[config.mk]
export PLATFORM = sky130hd
export DESIGN_NAME = uart_lite
export DESIGN_NICKNAME = d
export VERILOG_FILES = /design/src/rtl/uart_lite_pkg.sv /design/src/rtl/uart_baud_gen.sv /design/src/rtl/uart_tx_ser.sv /design/src/rtl/uart_rx_deser.sv /design/src/rtl/uart_lite.sv
export SDC_FILE = /design/constraint.sdc
export NUM_CORES = 1
export LEC_CHECK = 0
export BUFFER_PORTS_ARGS = -buffer_cell sky130_fd_sc_hd__buf_2
export CORE_MARGIN = 3
export CORE_UTILIZATION = 62
export CTS_BUF_LIST = sky130_fd_sc_hd__clkbuf_8 sky130_fd_sc_hd__clkbuf_16
export DETAILED_ROUTE_END_ITERATION = 10
export GPL_ROUTABILITY_DRIVEN = 0
export PLACE_DENSITY_LB_ADDON = 0.1
export RECOVER_POWER = 50
export SLEW_MARGIN = 20
export SYNTH_ARGS = -nofsm -noshare
export SYNTH_HDL_FRONTEND = slang
export SYNTH_HIERARCHICAL = 1
export SYNTH_SLANG_ARGS = --single-unit
[constraint.sdc]
create_clock -name clk -period 4.4 [get_ports clk]
set_clock_uncertainty 0.15 [all_clocks]
set_input_delay 0.44 -clock clk [delete_from_list [all_inputs] [get_ports clk]]
set_output_delay 0.44 -clock clk [all_outputs]
set_load 0.05 [all_outputs]
[src/rtl/uart_lite_pkg.sv]
package uart_lite_pkg;
  localparam logic [2:0] IX_DATA = 3'd0;
  localparam logic [2:0] IX_IEN  = 3'd1;
  localparam logic [2:0] IX_IDENT = 3'd2;
  localparam logic [2:0] IX_LCTL = 3'd3;
  localparam logic [2:0] IX_MCTL = 3'd4;
  localparam logic [2:0] IX_LSTAT = 3'd5;
  localparam logic [2:0] IX_MSTAT = 3'd6;
  localparam logic [2:0] IX_SCRATCH = 3'd7;

  localparam logic [7:0] IDENT_NONE = 8'h01;

  typedef enum logic [1:0] {
    RX_IDLE  = 2'd0,
    RX_START = 2'd1,
    RX_DATA  = 2'd2,
    RX_STOP  = 2'd3
  } rx_state_e;
endpackage

[src/rtl/uart_baud_gen.sv]
module uart_baud_gen #(
  parameter int DIV_W = 16
) (
  input  logic             clk,
  input  logic             rst_n,
  input  logic [DIV_W-1:0] divisor,
  output logic             tick
);
  logic [DIV_W-1:0] cnt_q, cnt_d;
  logic             wrap;

  assign wrap = (divisor != '0) && (cnt_q >= divisor - DIV_W'(1));
  assign tick = wrap;

  always_comb begin
    cnt_d = cnt_q;
    if (divisor == '0)  cnt_d = '0;
    else if (wrap)      cnt_d = '0;
    else                cnt_d = cnt_q + DIV_W'(1);
  end

  always_ff @(posedge clk or negedge rst_n) begin
    if (!rst_n) cnt_q <= '0;
    else        cnt_q <= cnt_d;
  end
endmodule

[src/rtl/uart_tx_ser.sv]
module uart_tx_ser #(
  parameter int OVERSAMPLE = 16
) (
  input  logic       clk,
  input  logic       rst_n,
  input  logic       tick,
  input  logic       load_en,
  input  logic [7:0] load_byte,
  output logic       txd,
  output logic       hold_empty,
  output logic       all_empty,
  output logic       active
);
  localparam int TCW = $clog2(OVERSAMPLE);
  localparam int FRAME_BITS = 10;

  logic [7:0]     hold_q, hold_d;
  logic           full_q, full_d;
  logic           act_q, act_d;
  logic [9:0]     sh_q, sh_d;
  logic [3:0]     bcnt_q, bcnt_d;
  logic [TCW-1:0] tcnt_q, tcnt_d;

  always_comb begin
    hold_d = hold_q;
    full_d = full_q;
    act_d  = act_q;
    sh_d   = sh_q;
    bcnt_d = bcnt_q;
    tcnt_d = tcnt_q;
    if (!act_q && full_q) begin
      act_d  = 1'b1;
      sh_d   = {1'b1, hold_q, 1'b0};
      bcnt_d = '0;
      tcnt_d = '0;
      full_d = 1'b0;
    end else if (act_q && tick) begin
      if (tcnt_q == TCW'(OVERSAMPLE - 1)) begin
        tcnt_d = '0;
        sh_d   = {1'b1, sh_q[9:1]};
        if (bcnt_q == 4'(FRAME_BITS - 1)) act_d = 1'b0;
        else                               bcnt_d = bcnt_q + 4'd1;
      end else begin
        tcnt_d = tcnt_q + TCW'(1);
      end
    end
    if (load_en) begin
      hold_d = load_byte;
      full_d = 1'b1;
    end
  end

  always_ff @(posedge clk or negedge rst_n) begin
    if (!rst_n) begin
      hold_q <= '0;
      full_q <= 1'b0;
      act_q  <= 1'b0;
      sh_q   <= '1;
      bcnt_q <= '0;
      tcnt_q <= '0;
    end else begin
      hold_q <= hold_d;
      full_q <= full_d;
      act_q  <= act_d;
      sh_q   <= sh_d;
      bcnt_q <= bcnt_d;
      tcnt_q <= tcnt_d;
    end
  end

  assign txd        = act_q ? sh_q[0] : 1'b1;
  assign hold_empty = !full_q;
  assign all_empty  = !full_q && !act_q;
  assign active     = act_q;
endmodule

[src/rtl/uart_rx_deser.sv]
module uart_rx_deser
  import uart_lite_pkg::*;
#(
  parameter int OVERSAMPLE = 16
) (
  input  logic       clk,
  input  logic       rst_n,
  input  logic       tick,
  input  logic       rxd,
  output logic       done,
  output logic [7:0] rx_byte,
  output logic       frame_err,
  output logic       brk
);
  localparam int TCW = $clog2(OVERSAMPLE);
  localparam int MID = OVERSAMPLE / 2 - 1;

  logic [2:0]     sync_q;
  rx_state_e      st_q, st_d;
  logic [TCW-1:0] tcnt_q, tcnt_d;
  logic [2:0]     bcnt_q, bcnt_d;
  logic [7:0]     sh_q, sh_d;
  logic           done_q, done_d;
  logic           ferr_q, ferr_d;
  logic           brk_q, brk_d;
  logic           line, fall;

  assign line = sync_q[1];
  assign fall = sync_q[2] && !sync_q[1];

  always_comb begin
    st_d   = st_q;
    tcnt_d = tcnt_q;
    bcnt_d = bcnt_q;
    sh_d   = sh_q;
    done_d = 1'b0;
    ferr_d = ferr_q;
    brk_d  = brk_q;
    unique case (st_q)
      RX_IDLE: begin
        if (fall) begin
          st_d   = RX_START;
          tcnt_d = '0;
        end
      end
      RX_START: begin
        if (tick) begin
          if (tcnt_q == TCW'(MID)) begin
            tcnt_d = '0;
            bcnt_d = '0;
            st_d   = line ? RX_IDLE : RX_DATA;
          end else begin
            tcnt_d = tcnt_q + TCW'(1);
          end
        end
      end
      RX_DATA: begin
        if (tick) begin
          if (tcnt_q == TCW'(OVERSAMPLE - 1)) begin
            tcnt_d = '0;
            sh_d   = {line, sh_q[7:1]};
            if (bcnt_q == 3'd7) st_d = RX_STOP;
            else                bcnt_d = bcnt_q + 3'd1;
          end else begin
            tcnt_d = tcnt_q + TCW'(1);
          end
        end
      end
      RX_STOP: begin
        if (tick) begin
          if (tcnt_q == TCW'(OVERSAMPLE - 1)) begin
            tcnt_d = '0;
            done_d = 1'b1;
            ferr_d = !line;
            brk_d  = !line && (sh_q == 8'h00);
            st_d   = RX_IDLE;
          end else begin
            tcnt_d = tcnt_q + TCW'(1);
          end
        end
      end
      default: st_d = RX_IDLE;
    endcase
  end

  always_ff @(posedge clk or negedge rst_n) begin
    if (!rst_n) begin
      sync_q <= '1;
      st_q   <= RX_IDLE;
      tcnt_q <= '0;
      bcnt_q <= '0;
      sh_q   <= '0;
      done_q <= 1'b0;
      ferr_q <= 1'b0;
      brk_q  <= 1'b0;
    end else begin
      sync_q <= {sync_q[1:0], rxd};
      st_q   <= st_d;
      tcnt_q <= tcnt_d;
      bcnt_q <= bcnt_d;
      sh_q   <= sh_d;
      done_q <= done_d;
      ferr_q <= ferr_d;
      brk_q  <= brk_d;
    end
  end

  assign done      = done_q;
  assign rx_byte   = sh_q;
  assign frame_err = ferr_q;
  assign brk       = brk_q;
endmodule

[src/rtl/uart_lite.sv]
module uart_lite
  import uart_lite_pkg::*;
#(
  parameter int REG_SHIFT  = 2,
  parameter int ADDR_W     = 3 + REG_SHIFT,
  parameter int DIV_W      = 16,
  parameter int OVERSAMPLE = 16
) (
  input  logic              clk,
  input  logic              rst_n,
  input  logic [ADDR_W-1:0] addr,
  input  logic              wr_en,
  input  logic              rd_en,
  input  logic [7:0]        wr_data,
  output logic [7:0]        rd_data,
  input  logic              rxd,
  output logic              txd
);
  localparam int HI_W = DIV_W - 8;

  logic rst_meta, rst_sync_n;
  always_ff @(posedge clk or negedge rst_n) begin
    if (!rst_n) {rst_sync_n, rst_meta} <= 2'b00;
    else        {rst_sync_n, rst_meta} <= {rst_meta, 1'b1};
  end

  logic [2:0] idx;
  logic       bank;
  assign idx = addr[REG_SHIFT +: 3];

  logic [7:0]      lctl_q, lctl_d;
  logic [7:0]      ien_q, ien_d;
  logic [7:0]      dlo_q, dlo_d;
  logic [HI_W-1:0] dhi_q, dhi_d;
  logic [7:0]      scr, scr_d;
  logic [7:0]      rbuf_q, rbuf_d;
  logic            dr, dr_d;
  logic            oe, oe_d;
  logic            fe, fe_d;
  logic            bi, bi_d;
  logic [7:0]      rd_q, rd_d;

  assign bank = lctl_q[7];

  logic [DIV_W-1:0] divisor;
  logic             baud_tick;
  logic             wr_thr, wr_scr, rd_lsr, rd_rbr;
  logic             thre, temt, tx_active;
  logic             rx_done, rx_ferr, rx_brk;
  logic [7:0]       rx_byte;
  logic [7:0]       lsr_val;

  assign divisor = {dhi_q, dlo_q};
  assign wr_thr  = wr_en && (idx == IX_DATA) && !bank;
  assign wr_scr  = wr_en && (idx == IX_SCRATCH);
  assign rd_lsr  = rd_en && (idx == IX_LSTAT);
  assign rd_rbr  = rd_en && (idx == IX_DATA) && !bank;
  assign lsr_val = {1'b0, temt, thre, bi, fe, 1'b0, oe, dr};

  uart_baud_gen #(.DIV_W(DIV_W)) u_baud (
    .clk     (clk),
    .rst_n   (rst_sync_n),
    .divisor (divisor),
    .tick    (baud_tick)
  );

  uart_tx_ser #(.OVERSAMPLE(OVERSAMPLE)) u_tx (
    .clk        (clk),
    .rst_n      (rst_sync_n),
    .tick       (baud_tick),
    .load_en    (wr_thr),
    .load_byte  (wr_data),
    .txd        (txd),
    .hold_empty (thre),
    .all_empty  (temt),
    .active     (tx_active)
  );

  uart_rx_deser #(.OVERSAMPLE(OVERSAMPLE)) u_rx (
    .clk       (clk),
    .rst_n     (rst_sync_n),
    .tick      (baud_tick),
    .rxd       (rxd),
    .done      (rx_done),
    .rx_byte   (rx_byte),
    .frame_err (rx_ferr),
    .brk       (rx_brk)
  );

  always_comb begin
    lctl_d = lctl_q;
    ien_d  = ien_q;
    dlo_d  = dlo_q;
    dhi_d  = dhi_q;
    scr_d  = scr;
    if (wr_en) begin
      unique case (idx)
        IX_DATA:    if (bank) dlo_d = wr_data;
        IX_IEN:     if (bank) dhi_d = wr_data[HI_W-1:0];
                    else      ien_d = wr_data;
        IX_LCTL:    lctl_d = wr_data;
        IX_SCRATCH: scr_d  = wr_data;
        default:    ;
      endcase
    end
  end

  always_comb begin
    rbuf_d = rbuf_q;
    dr_d   = dr;
    oe_d   = oe;
    fe_d   = fe;
    bi_d   = bi;
    if (rd_rbr) dr_d = 1'b0;
    if (rd_lsr) begin
      oe_d = 1'b0;
      fe_d = 1'b0;
      bi_d = 1'b0;
    end
    if (rx_done) begin
      rbuf_d = rx_byte;
      dr_d   = 1'b1;
      if (dr && !rd_rbr) oe_d = 1'b1;
      if (rx_ferr)       fe_d = 1'b1;
      if (rx_brk)        bi_d = 1'b1;
    end
  end

  always_comb begin
    rd_d = rd_q;
    if (rd_en) begin
      unique case (idx)
        IX_DATA:    rd_d = bank ? dlo_q : rbuf_q;
        IX_IEN:     rd_d = bank ? 8'(dhi_q) : ien_q;
        IX_IDENT:   rd_d = IDENT_NONE;
        IX_LCTL:    rd_d = lctl_q;
        IX_LSTAT:   rd_d = lsr_val;
        IX_SCRATCH: rd_d = scr;
        default:    rd_d = 8'h00;
      endcase
    end
  end

  always_ff @(posedge clk or negedge rst_sync_n) begin
    if (!rst_sync_n) begin
      lctl_q <= '0;
      ien_q  <= '0;
      dlo_q  <= '0;
      dhi_q  <= '0;
      scr    <= '0;
      rbuf_q <= '0;
      dr     <= 1'b0;
      oe     <= 1'b0;
      fe     <= 1'b0;
      bi     <= 1'b0;
      rd_q   <= '0;
    end else begin
      lctl_q <= lctl_d;
      ien_q  <= ien_d;
      dlo_q  <= dlo_d;
      dhi_q  <= dhi_d;
      scr    <= scr_d;
      rbuf_q <= rbuf_d;
      dr     <= dr_d;
      oe     <= oe_d;
      fe     <= fe_d;
      bi     <= bi_d;
      rd_q   <= rd_d;
    end
  end

  assign rd_data = rd_q;
endmodule

==> results.md <==
* Die outline width at 109 um
* Clock share of power at 0.343
* DP HPWL at 9600 um
* Buffers on Ports at 24
* Mapped Cells at 551
* Routed vias at 4,506
* Critical path arrival at 4.52 ns
* Final hold vios at 0
* Mean cell area of the mapped netlist at 11.9 um^2
* Die H at 109 um
* CP Max Fanout at 9
* Relative slew slack at -0.608
* Die area at 11,900 um^2
* Most frequent cells in the layout: 116 x dfrtp_1, 81 x mux2_2, 32 x nor2_1
* Synthesized net count at 594
* CTS H-Tree Depth at 4
* Peak supply drop at 0.000374 V
* Max Fclk at 235 MHz
* #FFs+latches synth at 128
* Tcrit/Tclk final at 0.968
* Cts bufs inserted at 17
* Nets at 637
* Combinational share of power at 0.251
* Final min period at 4.26 ns
* Switching power at 1.21 mW
* CTS tree: built
* HP Class: input pin to asynchronous set/reset pin
* Worst Path Class, Setup: register to register
* IO Pins at 27
* Fin. max-slew vios at 47
* Total Power at 3.91 mW
* GRT overflow at 0
* Clock Tree Buf Depth at 2
* Top FF cell, synth: dfrtp_1
* Critical Path Sink Type: register
* Std-Cell Core Area at 10,000 um^2
* Drt total wl at 13,900 um
* Maxcap violations at 1
* Post-route antenna net violation count at 0
* Yosys warning count at 6
* Rows at 36
* Residual DRC at 0
* Post-synth ARST share at 1.00
* Final setup violation count at 0
* Largest net degree at the start of global routing at 54
* Number of global-route vias before repair at 4,663
* Switching part of the total at 0.308
* Global-route wire length before repair at 22,900 um
* Failing checks: capacitance limit, slew limit
* Overall routing resource usage at 0.254
* Internal power at 2.71 mW
* Worst Max-Slew Pin Slew at 2.41 ns
* Initial antenna violation count at 0
* # clock sinks at 128
* Iteration-0 DRC count of the detailed router at 248
* Post-synth EDFFs at 0
* Clk slew on worst S/H paths at 0.06 ns
* Worst skew pair latency at 0.53 ns
* Pre-antenna DRT Iters at 4
* Status: finished, violations left
* Area Overhead vs Synth at 14.6%
* Layout cells sized above 1 at 0.318
* Leakage Power at 3.47 nW
* Vias per std cell at 6.09
* Flop pwr share at 0.406
* Starting density of the core at 0.655
* Synthesized cell area at 6580 um^2
* Clk root buf: clkbuf_8
* Ant diodes at 0
* CP required at 4.66 ns
* WL/cell at 18.7 um
* Post-synthesis sequential area ratio at 0.489
* Yosys cell types at 78
* Most common cell after layout, fill and taps aside: dfrtp_1
* Setup_tns at 0 ns
* Critical path startpoint category: register
* Cell Pwr Density at 519 nW/um^2
worst max-delay path, stage by stage (launching register included):
cell     delay [ns]
dfrtp_1        0.40
nor4_4         0.34
buf_4          0.19
nand3_2        0.09
or3_4          0.36
nor3_2         0.14
xnor2_1        0.09
ha_1           0.30
nand4_1        0.15
a211o_1        0.31
o31ai_4        0.29
nor2_2         0.09
a21oi_2        0.24
buf_12         0.17
nand4_4        0.11
nor3b_4        0.26
buf_12         0.15
mux2_2         0.33
state kept, by name, summed over array words and instances, names as in the netlist, 4 cells and up, named ones only:
| signal | count |
|---|---|
| u_baud/cnt_q | 16 |
| u_tx/sh_q | 9 |
| dhi_q | 8 |
| dlo_q | 8 |
| ien_q | 8 |
| lctl_q | 8 |
| rbuf_q | 8 |
| rd_data | 8 |
| scr | 8 |
| u_rx/rx_byte | 8 |
| u_tx/hold_q | 8 |
| u_rx/tcnt_q | 4 |
| u_tx/bcnt_q | 4 |
| u_tx/tcnt_q | 4 |
cell families (layout without fill, tap and decap cells):
group,Yosys count,in the layout,share of synthesized area
AOI/OAI and AO/OA,83,83,0.0891
xor gates and xnor gates,29,29,0.0386
adders and majority gates,25,25,0.0475
buffers and inverters,43,99,0.0342
DFF,128,128,0.489
muxes,108,108,0.182
other,1,1,0.000570
and+or+nand+nor,134,134,0.119
metal layers:
metal | share of wire | routed length [um] | track usage
met1 | 0.45 | 6240 | 0.336
met2 | 0.48 | 6630 | 0.399
met3 | 0.048 | 666 | 0.0681
met4 | 0.023 | 320 | 0.107
met5 | 0 | 0 | 0
repair_timing:
action,in CTS,in global routing
hold endpoints to repair,3,0
resized for setup,0,9
hold buffers,2,0
gates cloned,0,0
setup endpoints to repair,8,22
buffers inserted,1,8
pin swaps,1,6
synth_stat cells (all sizes together), types with 4 or more instances:
cell,n,area share
nor3,10,0.0076
o21ai,12,0.0097
a22o,7,0.0093
nor2,34,0.020
nand2,19,0.011
dfstp,12,0.048
xor2,15,0.020
xnor2,14,0.019
dfrtp,116,0.44
clkbuf,7,0.0042
nor4,4,0.0061
a21oi,14,0.011
nand2b,6,0.0068
o22ai,14,0.013
or3,4,0.0046
nand4,13,0.015
nand3,14,0.011
mux2i,24,0.036
and3,6,0.0059
buf,16,0.019
ha,25,0.048
mux2,84,0.15
inv,20,0.011
a211oi,5,0.0057
power groups by stage:
stage | clock network [mW] | registers, mW | logic (mW)
CTS | 1.37 | 1.58 | 0.931
global route | 1.42 | 1.62 | 1.07
detailed placement | 0 | 1.60 | 0.919
finish | 1.34 | 1.59 | 0.981
global placement | 0 | 1.59 | 0.881
floorplan | 0 | 1.59 | 0.656
worst paths after layout:
path | slack (ns) | depth (start not counted) | start | to
worst min-delay path | 0.07 | 2 | rst_n | rst_sync_n
worst max register to register | 0.14 | 17 | dlo_q[4] | u_rx/rx_byte[5]
max in group asynchronous | 0.85 | 1 | rst_sync_n | rbuf_q[6]
worst max-delay path | 0.14 | 17 | dlo_q[4] | u_rx/rx_byte[5]
min in group clk | 0.11 | 2 | wr_data[7] | dlo_q[7]
worst min register to register | 0.19 | 0 | rst_meta | rst_sync_n
cell type report:
cell class | count | area [um^2]
clock inverters | 13 | 136
multi-input cells | 380 | 3190
well taps | 133 | 166
repair buffers | 47 | 314
inverters | 20 | 75.1
fillers | 649 | 2500
flip-flops and latches | 128 | 3220
clock buffers | 19 | 442
stage by stage:
step	area, um^2	utilization	setup WS (ns)	std cells	hold WS, ns
2_1_floorplan	6590	-	0.254	551	-0.00559
3_3_place_gp	6830	0.680	0.120	697	0.0751
3_5_place_dp	6830	0.680	0.0428	697	0.0764
4_1_cts	7450	0.742	0.0200	732	0.0547
5_1_grt	7550	0.751	-0.0154	740	0.0812
6_report	7550	0.751	0.140	740	0.0737
Power figures use the tool's default switching activity.
